### config.mk
export PLATFORM = sky130hd
export DESIGN_NAME = serial_rx_unit
export DESIGN_NICKNAME = d
export VERILOG_FILES = /design/src/rtl/srx_pkg.sv /design/src/rtl/srx_sync.sv /design/src/rtl/srx_framer.sv /design/src/rtl/srx_regs.sv /design/src/rtl/serial_rx_unit.sv
export SDC_FILE = /design/constraint.sdc
export NUM_CORES = 1
export LEC_CHECK = 0
export BUFFER_PORTS_ARGS = -buffer_cell sky130_fd_sc_hd__buf_4
export CAP_MARGIN = 0
export CORE_MARGIN = 4
export CORE_UTILIZATION = 64
export DETAILED_ROUTE_END_ITERATION = 7
export GPL_ROUTABILITY_DRIVEN = 0
export GPL_TIMING_DRIVEN = 0
export MAX_ROUTING_LAYER = met4
export PLACE_DENSITY_LB_ADDON = 0.1
export SYNTH_ARGS = -nofsm -noshare
export SYNTH_HDL_FRONTEND = slang
export SYNTH_SLANG_ARGS = --single-unit
### constraint.sdc
create_clock -name clk_i -period 5.2 [get_ports clk_i]
set_input_delay 0.52 -clock clk_i [delete_from_list [all_inputs] [get_ports clk_i]]
set_output_delay 0.52 -clock clk_i [all_outputs]
set_load 0.1 [all_outputs]
### src/rtl/srx_pkg.sv
package srx_pkg;
  localparam int unsigned SW = 4;

  localparam logic [1:0] A_CTRL = 2'd0;
  localparam logic [1:0] A_STAT = 2'd1;
  localparam logic [1:0] A_DATA = 2'd2;

  localparam int C_EN    = 0;
  localparam int C_IRQ   = 1;
  localparam int C_LEN7  = 2;
  localparam int C_PAR   = 3;
  localparam int C_ODD   = 4;
  localparam int C_STOP2 = 5;

  localparam int S_FULL = 0;
  localparam int S_FRM  = 1;
  localparam int S_PAR  = 2;
  localparam int S_OVR  = 3;

  typedef enum logic [1:0] {
    RX_IDLE  = 2'd0,
    RX_START = 2'd1,
    RX_BITS  = 2'd2
  } rx_state_e;
endpackage

### src/rtl/srx_sync.sv
module srx_sync #(
  parameter int STAGES = 2
) (
  input  logic clk_i,
  input  logic rst_i,
  input  logic d_i,
  output logic q_o
);
  logic [STAGES-1:0] chain_q;

  always_ff @(posedge clk_i) begin
    if (rst_i) chain_q <= '1;
    else       chain_q <= {chain_q[STAGES-2:0], d_i};
  end

  assign q_o = chain_q[STAGES-1];
endmodule

### src/rtl/srx_framer.sv
module srx_framer
  import srx_pkg::*;
#(
  parameter int OSR = 16,
  parameter int DW  = 8
) (
  input  logic          clk_i,
  input  logic          rst_i,
  input  logic          en_i,
  input  logic          tick_i,
  input  logic          rxd_i,
  input  logic          len7_i,
  input  logic          par_en_i,
  input  logic          par_odd_i,
  input  logic          stop2_i,
  output logic          done_o,
  output logic [DW-1:0] char_o,
  output logic          perr_o,
  output logic          ferr_o,
  output logic          busy_o
);
  localparam int CW   = $clog2(OSR);
  localparam int HALF = OSR / 2;
  localparam int IW   = $clog2(DW + 4);
  localparam int XW   = $clog2(DW);

  rx_state_e     st_q;
  logic [CW-1:0] cnt_q;
  logic [IW-1:0] idx_q;
  logic [DW-1:0] sr_q;
  logic          par_q;
  logic          ferr_q;

  logic [IW-1:0] dlen, last_idx;
  logic          is_data, is_par, half_hit, bit_hit;

  always_comb begin
    dlen     = len7_i ? IW'(DW - 1) : IW'(DW);
    last_idx = dlen + IW'(par_en_i) + IW'(stop2_i);
    is_data  = idx_q < dlen;
    is_par   = par_en_i && (idx_q == dlen);
    half_hit = cnt_q == CW'(HALF - 1);
    bit_hit  = cnt_q == CW'(OSR - 1);
  end

  always_ff @(posedge clk_i) begin
    if (rst_i || !en_i) begin
      st_q   <= RX_IDLE;
      cnt_q  <= '0;
      idx_q  <= '0;
      sr_q   <= '0;
      par_q  <= 1'b0;
      ferr_q <= 1'b0;
      done_o <= 1'b0;
      char_o <= '0;
      perr_o <= 1'b0;
      ferr_o <= 1'b0;
    end else begin
      done_o <= 1'b0;
      if (tick_i) begin
        case (st_q)
          RX_IDLE: begin
            if (!rxd_i) begin
              st_q  <= RX_START;
              cnt_q <= '0;
            end
          end
          RX_START: begin
            if (half_hit) begin
              cnt_q <= '0;
              if (rxd_i) begin
                st_q <= RX_IDLE;
              end else begin
                st_q   <= RX_BITS;
                idx_q  <= '0;
                sr_q   <= '0;
                par_q  <= 1'b0;
                ferr_q <= 1'b0;
              end
            end else begin
              cnt_q <= cnt_q + 1'b1;
            end
          end
          RX_BITS: begin
            if (bit_hit) begin
              cnt_q <= '0;
              if (is_data) begin
                sr_q[idx_q[XW-1:0]] <= rxd_i;
                par_q <= par_q ^ rxd_i;
              end else if (is_par) begin
                par_q <= par_q ^ rxd_i;
              end else if (!rxd_i) begin
                ferr_q <= 1'b1;
              end
              if (idx_q == last_idx) begin
                st_q   <= RX_IDLE;
                done_o <= 1'b1;
                char_o <= len7_i ? {1'b0, sr_q[DW-2:0]} : sr_q;
                perr_o <= par_en_i & (par_q ^ par_odd_i);
                ferr_o <= ferr_q | ~rxd_i;
              end else begin
                idx_q <= idx_q + 1'b1;
              end
            end else begin
              cnt_q <= cnt_q + 1'b1;
            end
          end
          default: st_q <= RX_IDLE;
        endcase
      end
    end
  end

  assign busy_o = st_q != RX_IDLE;
endmodule

### src/rtl/srx_regs.sv
module srx_regs
  import srx_pkg::*;
#(
  parameter int DW = 8
) (
  input  logic          clk_i,
  input  logic          rst_i,
  input  logic [1:0]    addr_i,
  input  logic          wr_i,
  input  logic          rd_i,
  input  logic [DW-1:0] wdata_i,
  input  logic          done_i,
  input  logic [DW-1:0] char_i,
  input  logic          perr_i,
  input  logic          ferr_i,
  output logic [DW-1:0] ctrl_o,
  output logic [SW-1:0] stat_o,
  output logic [DW-1:0] data_o,
  output logic [DW-1:0] rdata_o,
  output logic          irq_o
);
  logic [DW-1:0] ctrl_q, ctrl_n, data_q;
  logic [SW-1:0] stat_q, stat_n, armed_q, clr, kept;
  logic          wr_stat, rd_stat, take;

  always_comb begin
    wr_stat = wr_i && (addr_i == A_STAT);
    rd_stat = rd_i && (addr_i == A_STAT);
    clr     = wr_stat ? (armed_q & ~wdata_i[SW-1:0]) : '0;
    kept    = stat_q & ~clr;
    take    = done_i && !kept[S_FULL];
    stat_n  = kept;
    if (done_i) begin
      if (kept[S_FULL]) begin
        stat_n[S_OVR] = 1'b1;
      end else begin
        stat_n[S_FULL] = 1'b1;
        stat_n[S_FRM]  = kept[S_FRM] | ferr_i;
        stat_n[S_PAR]  = kept[S_PAR] | perr_i;
      end
    end
    ctrl_n = (wr_i && (addr_i == A_CTRL)) ? wdata_i : ctrl_q;
  end

  always_ff @(posedge clk_i) begin
    if (rst_i) begin
      ctrl_q  <= '0;
      stat_q  <= '0;
      armed_q <= '0;
      data_q  <= '0;
      rdata_o <= '0;
      irq_o   <= 1'b0;
    end else begin
      ctrl_q <= ctrl_n;
      stat_q <= stat_n;
      irq_o  <= stat_n[S_FULL] & ctrl_n[C_IRQ];
      if (take) data_q <= char_i;
      if (rd_stat)      armed_q <= stat_q;
      else if (wr_stat) armed_q <= '0;
      if (rd_i) begin
        case (addr_i)
          A_CTRL:  rdata_o <= ctrl_q;
          A_STAT:  rdata_o <= {{(DW-SW){1'b0}}, stat_q};
          A_DATA:  rdata_o <= data_q;
          default: rdata_o <= '0;
        endcase
      end else begin
        rdata_o <= '0;
      end
    end
  end

  assign ctrl_o = ctrl_q;
  assign stat_o = stat_q;
  assign data_o = data_q;
endmodule

### src/rtl/serial_rx_unit.sv
module serial_rx_unit
  import srx_pkg::*;
#(
  parameter int OSR = 16,
  parameter int DW  = 8
) (
  input  logic          clk_i,
  input  logic          rst_i,
  input  logic          tick_i,
  input  logic          rx_i,
  input  logic [1:0]    reg_addr_i,
  input  logic          reg_wr_i,
  input  logic          reg_rd_i,
  input  logic [DW-1:0] reg_wdata_i,
  output logic [DW-1:0] reg_rdata_o,
  output logic          irq_o
);
  logic          rx_s;
  logic [DW-1:0] cfg_w, data_w, char_w;
  logic [SW-1:0] stat_w;
  logic          frame_done, perr_w, ferr_w, rx_busy;
  logic          en_w, irq_en_w, len7_w;

  assign en_w     = cfg_w[C_EN];
  assign irq_en_w = cfg_w[C_IRQ];
  assign len7_w   = cfg_w[C_LEN7];

  srx_sync #(.STAGES(2)) u_sync (
    .clk_i (clk_i),
    .rst_i (rst_i),
    .d_i   (rx_i),
    .q_o   (rx_s)
  );

  srx_framer #(.OSR(OSR), .DW(DW)) u_framer (
    .clk_i     (clk_i),
    .rst_i     (rst_i),
    .en_i      (en_w),
    .tick_i    (tick_i),
    .rxd_i     (rx_s),
    .len7_i    (len7_w),
    .par_en_i  (cfg_w[C_PAR]),
    .par_odd_i (cfg_w[C_ODD]),
    .stop2_i   (cfg_w[C_STOP2]),
    .done_o    (frame_done),
    .char_o    (char_w),
    .perr_o    (perr_w),
    .ferr_o    (ferr_w),
    .busy_o    (rx_busy)
  );

  srx_regs #(.DW(DW)) u_regs (
    .clk_i   (clk_i),
    .rst_i   (rst_i),
    .addr_i  (reg_addr_i),
    .wr_i    (reg_wr_i),
    .rd_i    (reg_rd_i),
    .wdata_i (reg_wdata_i),
    .done_i  (frame_done),
    .char_i  (char_w),
    .perr_i  (perr_w),
    .ferr_i  (ferr_w),
    .ctrl_o  (cfg_w),
    .stat_o  (stat_w),
    .data_o  (data_w),
    .rdata_o (reg_rdata_o),
    .irq_o   (irq_o)
  );
endmodule

==> impl_metrics.ini <==
[outcome]
status = finished, final reports clean

[cts]
clock_path_buffers = 2
ctsResizeCount = 0
root_buffer = clkbuf_8
cts_tree = done
clk-insertion-delay-late_ns = 0.34
htreeDepth = 3
cts_buffers = 9
clk_transition_reported_paths_ns = 0.07
post_cts_buffers = 0
ctsHoldBuffers = 0
cts.sinks = 66

[timing]
fin_crit_sh_pct = 58.7
final.setup_skew_ns = 0.00703
setup_slack_ns = 2.15
rsz0062_at_grt = no
tns_ns = 0
final-setup-viol-count = 0
slew_violations = 0
min_period_ns = 3.05
worst_pin_slew_ns = 0.906
slew_headroom_pct = 38.7
hold_violations = 0
fmax_ghz = 0.328

[setup_path]
cp_slowest_stage_delay_ns = 0.49
required_ns = 5.41
critical_path_arrival_ns = 3.26
path_delay_family = simple AND/OR/NAND/NOR gates
critPathKind = reg2reg
crit_path_end_kind = flop
cp_num_buf_inv = 2
path_cells = inv_1 -> fa_1 -> ha_1 -> xor2_1 -> nand4_1 -> or2_2 -> buf_2 -> mux2i_1 -> nor2_1
crit_fanout = 10
critPathLaunchType = flop
critPathSlowestCell = or2_2

[logic_synthesis]
ys_seq_area_share_pct = 42.9
synth.top_cell.area_share_pct = 42.9
synth-edff-count = 0
synth_area_um2 = 3080
synth_nets = 386
synthArstFlopShare_pct = 0
synth_top_area_cell = dfxtp_1
synth-main-ff-cell = dfxtp_1
syn_avg_cell_area_um2 = 8.64
netlist_instances = 357
synth_area_leaders = dfxtp_1 (43%), mux2i_1 (6.5%), a21oi_1 (6.0%)
synth-seq-cells = 66
ys_warn_count = 0
ys_types = 52

[cells_and_area]
diodes = 0
fin_cells = 446
final_cell_mix = dfxtp_1 (66), nor2_1 (46), a21oi_1 (37)
fin_nets = 420
layout_commonest_cell = dfxtp_1
final_util_pct = 77.3
drive_above_1_share_pct = 14.5
nFillCells = 342
syn_to_final_growth_pct = 12.9

[routing]
viasPerCell = 6.11
vias = 2725
postRouteAntennaNets = 0
drc = 0
drtIter0Drc = 176
drt-total-wl_um = 7060
first_pass_iters = 5
route.detailed.wl_per_inst_um = 15.8

[floorplan]
die_y_um = 77.4
fp.coreArea_um2 = 4500
die_area_um2 = 5990
ios = 25
rows = 24
start_util_pct = 68.4
die_w_um = 77.4

[placed_design]
dp_hpwl_um = 5040
dp_cells = 432
io_buffer_count = 23
dp_slack_ns = 2.25

[grt]
antenna_found_initial = 0
grt_pass1_wl_um = 12200
grt_use_total_pct = 26.1
grt_max_degree = 11
grt_pass1_vias = 2640
gr-total-overflow = 0

[pwr]
leakage_nw = 1.28
ir_drop_mv = 0.181
power_density_nw_per_um2 = 265

[job]
max-cap-violations = 0

[hold_path]
hold_class = in2reg
==> cell usage after synthesis (6+ instances only) <==
cell / instances
nor3_1: 7
ha_1: 12
a21oi_1: 37
mux2i_1: 20
o21ai_0: 17
dfxtp_1: 66
nor2_1: 46
clkbuf_1: 8
inv_1: 7
buf_2: 6
nand2_1: 33
nand3_1: 14
nor2b_1: 7
==> layer usage <==
layer  routed length (µm)  share of wire (%)  global-route usage, %  up-vias
li1                     -                  -                      -     1330
met2                 3410                 48                   41.8       73
met1                 3220                 46                   32.9     1305
met4                  142                2.0                   10.5        0
met5                    0                  0                      -        -
met3                  296                4.2                   4.63       17
==> area by class of cell <==
cell class / instances / area, µm² / share of cell area [%]
Tap cell: 52 / 65.1 / 1.87
Buffer: 18 / 93.8 / 2.70
Clock inverter: 3 / 17.5 / 0.503
Inverter: 8 / 30.0 / 0.863
Multi-Input combinational cell: 265 / 1640 / 47.1
Clock buffer: 11 / 141 / 4.06
Timing Repair Buffer: 23 / 173 / 4.96
Sequential cell: 66 / 1320 / 38.0
==> final timing paths <==
kind | to | start | slack, ns | depth (start not counted)
setup / recovery | u_framer.char_o[5] | u_regs.ctrl_o[2] | 2.15 | 9
hold / removal | u_sync.chain_q[0] | rx_i | 0.37 | 2
setup reg to reg | u_framer.char_o[5] | u_regs.ctrl_o[2] | 2.15 | 9
hold reg to reg | u_sync.chain_q[1] | u_sync.chain_q[0] | 0.43 | 1
==> cells by family after synthesis <==
group / after synthesis / share of synthesized area [%]
multiplexers: 20 / 6.49
AND/OR/NAND/NOR: 148 / 24.3
flip-flops: 66 / 42.9
buffers and inverters: 26 / 4.02
adder cells (fa/ha/maj): 13 / 5.52
AO/OA/AOI/OAI: 79 / 15.4
XOR/XNOR: 5 / 1.42
==> metrics by stage <==
step	power [mW]	hold WS, ns	area (µm²)
floorplan	0.550	0.389	3080
global placement	0.567	0.401	3320
detailed placement	0.568	0.405	3320
CTS	0.924	0.358	3480
global route	0.952	0.368	3480
finish	0.923	0.366	3480
==> power by group <==
group | switching (mW) | internal (mW) | total, mW
combinational | 0.0268 | 0.0195 | 0.0464
clock | 0.187 | 0.179 | 0.366
sequential | 0.00220 | 0.508 | 0.511
total | 0.216 | 0.707 | 0.923
==> registers in the layout, summed over array words and instances, names as in the netlist, 2 cells and up <==
| signal | flops |
|---|---|
| u_framer.idx_q | 4 |
| u_framer.cnt_q | 4 |
| u_regs.rdata_o | 8 |
| u_framer.sr_q | 8 |
| u_regs.armed_q | 4 |
| u_regs.data_o | 8 |
| u_sync.chain_q | 2 |
| u_framer.char_o | 8 |
| u_regs.ctrl_o | 8 |
| u_framer.st_q | 2 |
| u_regs.stat_o | 4 |
Power figures use the tool's default switching activity.
